<file path="config.mk">
export PLATFORM = sky130hd
export DESIGN_NAME = filtctl_top
export DESIGN_NICKNAME = d
export VERILOG_FILES = /design/src/rtl/filtctl_pkg.sv /design/src/rtl/filtctl_sync.sv /design/src/rtl/filtctl_serial.sv /design/src/rtl/filtctl_decode.sv /design/src/rtl/filtctl_top.sv
export SDC_FILE = /design/constraint.sdc
export NUM_CORES = 1
export LEC_CHECK = 0
export BUFFER_PORTS_ARGS = -buffer_cell sky130_fd_sc_hd__buf_2
export CELL_PAD_IN_SITES_DETAIL_PLACEMENT = 1
export CELL_PAD_IN_SITES_GLOBAL_PLACEMENT = 1
export CORE_MARGIN = 2
export CORE_UTILIZATION = 35
export CTS_BUF_LIST = sky130_fd_sc_hd__clkbuf_4
export DETAILED_ROUTE_END_ITERATION = 8
export PLACE_DENSITY = 0.61
export REMOVE_ABC_BUFFERS = 1
export SYNTH_ARGS = -nofsm -noshare
export SYNTH_HDL_FRONTEND = slang
export SYNTH_HIERARCHICAL = 1
export SYNTH_SLANG_ARGS = --single-unit
</file>
<file path="constraint.sdc">
create_clock -name clk -period 4.1 [get_ports clk]
set_input_delay 0.82 -clock clk [delete_from_list [all_inputs] [get_ports clk]]
set_output_delay 0.82 -clock clk [all_outputs]
set_load 0.01 [all_outputs]
</file>
<file path="src/rtl/filtctl_pkg.sv">
package filtctl_pkg;

    localparam int CTRL_W = 8;

    // Control register field positions
    localparam int BIT_GAIN_LSB = 7;
    localparam int BIT_GAIN_MSB = 6;
    localparam int BIT_BW_LSB   = 5;
    localparam int BIT_BW_MSB   = 4;
    localparam int BIT_SHDN     = 1;
    localparam int BIT_GPO      = 0;

    typedef enum logic [1:0] {
        ST_DESEL = 2'd0,
        ST_SEL   = 2'd1,
        ST_LATCH = 2'd2
    } link_state_e;

    function automatic logic [4:0] gain_to_db(input logic [1:0] code);
        logic [4:0] db;
        unique case (code)
            2'b00:   db = 5'd0;
            2'b01:   db = 5'd6;
            2'b10:   db = 5'd12;
            default: db = 5'd24;
        endcase
        return db;
    endfunction

    function automatic logic [3:0] bw_to_div_log2(input logic [1:0] code);
        logic [3:0] d;
        if (code[1])      d = 4'd5;
        else if (code[0]) d = 4'd7;
        else              d = 4'd9;
        return d;
    endfunction

endpackage

</file>
<file path="src/rtl/filtctl_sync.sv">
module filtctl_sync #(
    parameter int                 WIDTH   = 6,
    parameter int                 STAGES  = 2,
    parameter logic [WIDTH-1:0]   RST_VAL = '0
) (
    input  logic             clk,
    input  logic             rst_n,
    input  logic [WIDTH-1:0] d_i,
    output logic [WIDTH-1:0] q_o
);

    logic [WIDTH-1:0] stage_q [STAGES];

    generate
        for (genvar s = 0; s < STAGES; s++) begin : g_stage
            if (s == 0) begin : g_first
                always_ff @(posedge clk or negedge rst_n) begin
                    if (!rst_n) stage_q[s] <= RST_VAL;
                    else        stage_q[s] <= d_i;
                end
            end else begin : g_next
                always_ff @(posedge clk or negedge rst_n) begin
                    if (!rst_n) stage_q[s] <= RST_VAL;
                    else        stage_q[s] <= stage_q[s-1];
                end
            end
        end
    endgenerate

    assign q_o = stage_q[STAGES-1];

endmodule

</file>
<file path="src/rtl/filtctl_serial.sv">
module filtctl_serial
    import filtctl_pkg::*;
#(
    parameter int REG_W = CTRL_W
) (
    input  logic             clk,
    input  logic             rst_n,
    input  logic             serial_en_i,
    input  logic             cs_n_i,
    input  logic             sclk_i,
    input  logic             sdi_i,
    output logic [REG_W-1:0] shreg_o,
    output logic             sdo_o,
    output logic             load_o
);

    link_state_e state_q, state_d;
    logic [REG_W-1:0] shreg_q;
    logic sclk_q;
    logic sclk_rise, sclk_fall;

    assign sclk_rise = sclk_i & ~sclk_q;
    assign sclk_fall = ~sclk_i & sclk_q;

    // State register
    always_ff @(posedge clk or negedge rst_n) begin
        if (!rst_n) state_q <= ST_DESEL;
        else        state_q <= state_d;
    end

    // Transitions
    always_comb begin
        state_d = state_q;
        unique case (state_q)
            ST_DESEL: if (serial_en_i && !cs_n_i) state_d = ST_SEL;
            ST_SEL: begin
                if (!serial_en_i) state_d = ST_DESEL;   // abort
                else if (cs_n_i)  state_d = ST_LATCH;
            end
            ST_LATCH: state_d = ST_DESEL;
            default:  state_d = ST_DESEL;
        endcase
    end

    // Datapath driven by state
    always_ff @(posedge clk or negedge rst_n) begin
        if (!rst_n) begin
            sclk_q  <= 1'b0;
            shreg_q <= '0;
            sdo_o   <= 1'b0;
        end else begin
            sclk_q <= sclk_i;
            if (state_q == ST_SEL) begin
                if (sclk_rise) shreg_q <= {shreg_q[REG_W-2:0], sdi_i};
                if (sclk_fall) sdo_o   <= shreg_q[REG_W-1];
            end
        end
    end

    assign shreg_o = shreg_q;
    assign load_o  = (state_q == ST_LATCH);

endmodule

</file>
<file path="src/rtl/filtctl_decode.sv">
module filtctl_decode
    import filtctl_pkg::*;
(
    input  logic              pin_mode_i,
    input  logic [1:0]        pin_gain_i,
    input  logic [1:0]        pin_bw_i,
    input  logic [CTRL_W-1:0] ctrl_i,
    output logic [1:0]        gain_code_o,
    output logic [1:0]        bw_code_o,
    output logic [4:0]        gain_db_o,
    output logic [3:0]        clk_div_log2_o,
    output logic              shdn_o,
    output logic              gpo_o,
    output logic              gpo_oe_o
);

    logic [1:0] reg_gain, reg_bw;
    logic unused_bits;

    assign reg_gain    = {ctrl_i[BIT_GAIN_MSB], ctrl_i[BIT_GAIN_LSB]};
    assign reg_bw      = {ctrl_i[BIT_BW_MSB],   ctrl_i[BIT_BW_LSB]};
    assign unused_bits = ^ctrl_i[3:2];

    always_comb begin
        gain_code_o    = pin_mode_i ? pin_gain_i : reg_gain;
        bw_code_o      = pin_mode_i ? pin_bw_i   : reg_bw;
        gain_db_o      = gain_to_db(gain_code_o);
        clk_div_log2_o = bw_to_div_log2(bw_code_o);
        shdn_o         = ~pin_mode_i & ctrl_i[BIT_SHDN];
        gpo_o          = ~pin_mode_i & ctrl_i[BIT_GPO];
        gpo_oe_o       = ~pin_mode_i;
    end

endmodule

</file>
<file path="src/rtl/filtctl_top.sv">
module filtctl_top
    import filtctl_pkg::*;
#(
    parameter int SYNC_STAGES = 2
) (
    input  logic       clk,
    input  logic       rst_n,
    input  logic       pin_mode_i,
    input  logic       cs_n_lpf1_i,
    input  logic       sclk_lpf0_i,
    input  logic       sdi_i,
    input  logic       gain1_i,
    input  logic       gain0_i,
    output logic       sdo_o,
    output logic [1:0] gain_code_o,
    output logic [1:0] bw_code_o,
    output logic [4:0] gain_db_o,
    output logic [3:0] clk_div_log2_o,
    output logic       shdn_o,
    output logic       gpo_o,
    output logic       gpo_oe_o
);

    localparam int NUM_IN = 6;
    // bit order: 0 mode, 1 cs/lpf1, 2 sclk/lpf0, 3 sdi, 4 gain1, 5 gain0
    localparam logic [NUM_IN-1:0] IN_RST = 6'b000011;

    logic [NUM_IN-1:0] in_s;
    logic s_pin_mode, s_cs_n, s_sclk, s_sdi, s_gain1, s_gain0;
    logic [CTRL_W-1:0] shreg, ctrl_q;
    logic load;

    filtctl_sync #(
        .WIDTH   (NUM_IN),
        .STAGES  (SYNC_STAGES),
        .RST_VAL (IN_RST)
    ) u_sync (
        .clk   (clk),
        .rst_n (rst_n),
        .d_i   ({gain0_i, gain1_i, sdi_i, sclk_lpf0_i, cs_n_lpf1_i, pin_mode_i}),
        .q_o   (in_s)
    );

    assign {s_gain0, s_gain1, s_sdi, s_sclk, s_cs_n, s_pin_mode} = in_s;

    filtctl_serial #(.REG_W(CTRL_W)) u_serial (
        .clk         (clk),
        .rst_n       (rst_n),
        .serial_en_i (~s_pin_mode),
        .cs_n_i      (s_cs_n),
        .sclk_i      (s_sclk),
        .sdi_i       (s_sdi),
        .shreg_o     (shreg),
        .sdo_o       (sdo_o),
        .load_o      (load)
    );

    always_ff @(posedge clk or negedge rst_n) begin
        if (!rst_n)    ctrl_q <= '0;
        else if (load) ctrl_q <= shreg;
    end

    filtctl_decode u_decode (
        .pin_mode_i     (s_pin_mode),
        .pin_gain_i     ({s_gain1, s_gain0}),
        .pin_bw_i       ({s_cs_n, s_sclk}),
        .ctrl_i         (ctrl_q),
        .gain_code_o    (gain_code_o),
        .bw_code_o      (bw_code_o),
        .gain_db_o      (gain_db_o),
        .clk_div_log2_o (clk_div_log2_o),
        .shdn_o         (shdn_o),
        .gpo_o          (gpo_o),
        .gpo_oe_o       (gpo_oe_o)
    );

endmodule

</file>
# --- Word-level counts from Yosys, hierarchy flattened ---
# Cells that the tools add are included.
word_totals:
  out_inout_bits: 17
  input_bits: 8
  reg_bits: 32
classes:
  n_reduce_logical: 7
  muxes: 9
  n_bitwise: 7
  n_eq_ne: 6
ops:
  columns: ["operator", "n"]
  rows:
  - ["5-bit case mux with 3 select lines", 1]
  - ["2-bit 2-to-1 mux", 5]
  - ["4-bit 2-to-1 mux", 2]
  - ["2-bit AND reduction", 3]
  - ["1-bit AND", 4]
  - ["2-bit by 1-bit == test with 1-bit output (second input constant)", 2]
  - ["2-bit == test (second input constant)", 2]
  - ["2-bit zero test", 2]
  - ["2-bit case mux with 2 select lines", 1]
  - ["3-bit inequality test (second input constant)", 1]
  - ["1-bit NOT", 3]
  - ["2-bit by 1-bit inequality test with 1-bit output (second input constant)", 1]
  - ["1-bit logical AND", 1]
  - ["1-bit zero test", 1]

# --- Longest topological paths before layout ---
logic_depth:
  depth_word: 4
  depth_mapped: 5
  ltp_nobuf: 3

# --- Cells and area by module ---
# Netlist, hierarchy kept.
modules_own_cells:
  columns: ["module", "cells_per_inst", "instances", "area_each_um2"]
  rows:
  - ["filtctl_serial", 27, 1, 493.0]
  - ["filtctl_sync", 18, 1, 350.3]
  - ["filtctl_top", 18, 1, 335.3]
  - ["filtctl_decode", 23, 1, 171.4]

# --- Worst setup path before layout ---
# No wires, ideal clock.
synth_timing:
  path_kind: "flip-flop to output port"
  from: "register u_sync.stage_q (netlist bit u_sync/q_o[0])"
  to: "output gain_db_o[2]"
  required_ns: 3.280
  arrival_ns: 1.465
  path_slack_ns: 1.815
  path_stages_with_launch: 6
  n_path_buf: 2
  cell_sequence: "dfstp_2 > buf_4 > buf_6 > mux2_2 > ha_1 > inv_1"
synth_between:
  elab_chain_len: 3
  elab_cells_between_ends: 5
  classes_between: "eq/ne (2); mux (2); reduce/logical (1)"
synth_lines:
  columns: ["item", "line_no", "text"]
  rows:
  - ["start: declaration", "filtctl_sync.sv:12", "logic [WIDTH-1:0] stage_q [STAGES];"]
  - ["start signal: indexed assignment", "filtctl_sync.sv:24", "else stage_q[s] <= stage_q[s-1];"]
  - ["2-bit 2-to-1 mux (*)", "filtctl_decode.sv:25", "gain_code_o = pin_mode_i ? pin_gain_i : reg_gain;"]
  - ["named net gain_code_o[0]", "filtctl_top.sv:15", "output logic [1:0] gain_code_o,"]
  - ["2-bit == test (tied with other cells)", "filtctl_pkg.sv:21", "unique case (code)"]
  - ["5-bit case mux with 3 select lines (*)", "filtctl_pkg.sv:21", null]
  - ["end: declaration", "filtctl_top.sv:17", "output logic [4:0] gain_db_o,"]
# The timed path passes the listed nets; every way through them passes the cells marked *.

# --- Worst setup path after layout ---
layout_timing:
  from: "register u_sync.stage_q (netlist bit u_sync/q_o[0])"
  to: "output gain_db_o[2]"
layout_between:
  elab_chain_len: 3
  elab_cells_between_ends: 5
  classes_between: "eq/ne (2); mux (2); reduce/logical (1)"
layout_lines:
  columns: ["item", "line_no"]
  rows:
  - ["2-bit 2-to-1 mux (*)", "filtctl_decode.sv:25"]
  - ["2-bit == test (tied with other cells)", "filtctl_pkg.sv:21"]
  - ["5-bit case mux with 3 select lines (*)", "filtctl_pkg.sv:21"]
# Mark *: on every way between the ends. The rest lies on a longest branch, timed or not.

==> impl_metrics.py <==
metrics = {
    "power": {
        "leakage_nw": 0.7326,
        "irDropWorstVdd_uv": 271.1,
        "power_density_nw_per_um2": 488.8,
    },
    "global_routing": {
        "first_global_vias": 694,
        "grt_use_met1_pct": 13.75,
        "grt-busiest-layer": "met2",
        "grt_max_degree": 31,
        "antenna_found_initial": 0,
        "met2_usage_pct": 17.71,
        "grt_usage_pct": 11.57,
        "grt_remaining_overflow": 0,
        "grt_util_met3_pct": 5.282,
        "grt_first_pass_wirelength_um": 3408,
    },
    "sta": {
        "post-route-period-util_pct": 64.62,
        "setup_viol": 0,
        "drv_slew": 0,
        "hold_viol_final": 0,
        "grt_setup_unrepaired": "no",
        "fmax_ghz": 0.3775,
        "clock_skew_ps": 10.05,
        "worst_pin_slew_ps": 841.9,
        "tns_ps": 0,
        "period_needed_ps": 2649,
        "slew_headroom_pct": 43.76,
    },
    "place": {
        "port_buffers": 22,
        "hpwl_um": 1365,
        "gp_congestion": 0.6871,
        "dp.cells": 138,
    },
    "route": {
        "remaining_drc_errors": 0,
        "drt_iter0_drc": 7,
        "vias_per_cell": 4.425,
        "wl_per_cell_um": 13.43,
        "vias": 646,
        "routed_wl_um": 1961,
        "ant_nets": 0,
        "first_pass_iters": 3,
    },
    "logic_synthesis": {
        "yosys_warnings": 6,
        "syn-instance-count": 82,
        "synth_area_um2": 1270,
        "avgSynthCellArea_um2": 15.49,
    },
    "clocking": {
        "post-cts-setup-buffer-count": 0,
        "postCtsHoldBufs": 0,
        "cts_resized": 0,
        "numClockSinks": 30,
        "numCtsBuffers": 5,
        "clk_latency_ps": 320,
        "h-tree-depth": 2,
        "clock_path_buffers": 2,
        "cts_tree": "done",
        "cts-root-buf": "clkbuf_4",
        "clk_pin_slew_ps": 90,
    },
    "finish": {
        "instances_no_fill": 146,
        "drive_gt1_share_pct": 51.00,
        "area_growth_syn_to_layout_pct": 11.72,
        "nets": 109,
        "n_fill_cell": 364,
        "antennaDiodeCount": 0,
    },
    "floorplan": {
        "die_y_um": 64.24,
        "die_w_um": 64.24,
        "ios": 25,
        "row_count": 21,
        "core-area_um2": 3416,
        "start_util_pct": 37.18,
        "die-area_um2": 4126,
    },
    "worst_setup_path": {
        "worstSetupStartpoint": "u_sync/q_o[0]$_DFF_PN1_",
        "critPathSlowestCell": "dfstp_2",
        "worst_setup_path_start_kind": "flip-flop",
        "crit_family": "flip-flops",
        "crit_path_max_fanout": 12,
        "critPathKind": "reg -> out",
        "max_stage_delay_ps": 660,
        "reg2reg_from": "u_serial/state_q[1]$_DFFE_PN0P_",
        "worstPathArrival_ps": 1830,
        "crit_required_ps": 3280,
        "endpoint_kind": "output pin",
        "worst-path-buf-inv": 2,
        "cp_cell_sequence": "mux2_2, ha_1, inv_1, buf_2",
    },
    "job": {
        "cap_violations": 0,
    },
    "min_path": {
        "holdCritPathClass": "reg -> reg",
        "hp-start": "u_sync/stage_q[9]$_DFF_PN0_",
    },
    "outcome": {
        "status": "finished, final reports clean",
    },
}
==> metal layers <==
metal	part of all wire (%)	wire length, um	vias to the layer above
li1	-	-	301
met1	43	852	327
met2	50	977	14
met3	4.4	87	4
met4	2.2	44	0
met5	0	0	-
==> where the power goes <==
part	switching, mW	total (mW)	internal (mW)
combinational	0.0333	0.0933	0.0600
clock	0.0974	0.240	0.143
sequential	0.0262	0.360	0.334
==> sequential cells by signal (all words and copies together) (netlist names) <==
signal,count
u_serial/sclk_q,1
u_sync/q_o,6
u_serial/shreg_o,8
u_sync/stage_q,6
u_serial/sdo_o,1
ctrl_q,6
u_serial/state_q,2
==> worst reg2reg max path, cell delays in order, from the launching register on <==
cell,delay (ps)
dfrtp_1,400
nor2b_1,700
mux2_4,360
==> metrics by stage <==
step | instance area (um^2) | hold WS (ps) | power, mW | worst slack, ps | utilization (%)
2_1_floorplan | 1169 | 331.2 | 0.4253 | 1908 | -
3_5_place_dp | 1336 | 336.5 | 0.4616 | 1787 | 39.12
5_1_grt | 1419 | 363.1 | 0.7403 | 1328 | 41.54
6_report | 1419 | 354.2 | 0.6936 | 1451 | 41.54
4_1_cts | 1419 | 358.2 | 0.7045 | 1419 | 41.54
3_3_place_gp | 1336 | 335.2 | 0.4566 | 1813 | 39.12
==> worst paths after layout <==
check / slack (ps) / cells after the start / to
setup / recovery: 1450 / 4 / gain_db_o[2]
hold / removal: 350 / 0 / u_sync/q_o[3]$_DFF_PN0_
setup reg to reg: 2540 / 2 / ctrl_q[5]$_DFFE_PN0P_
hold reg to reg: 350 / 0 / u_sync/q_o[3]$_DFF_PN0_
max in group asynchronous: 3170 / 1 / u_serial/state_q[0]$_DFFE_PN0P_
min in group asynchronous: 510 / 1 / u_sync/stage_q[11]$_DFF_PN0_
==> layout make-up <==
class                      instances  area, um^2  area share, %
clock buffer                       7       52.55          3.704
clock inverter                     1       30.03          2.116
inverter                           4       15.01          1.058
multi-input combinational         36       397.9          28.04
sequential                        30       755.7          53.26
tap                               46       57.56          4.056
timing repair buffer              22       110.1          7.760
==> cells in the final DEF (no fill, tap or decap), types with 2 or more instances in the layout <==
master	n
inv_1	4
dfrtp_1	26
mux2_4	14
buf_2	22
clkbuf_4	7
mux2_2	2
and2b_1	2
conb_1	2
and4bb_1	2
dfstp_2	4
ha_1	2
nand2_1	2
Note: power is estimated with default switching activity, not from simulation.
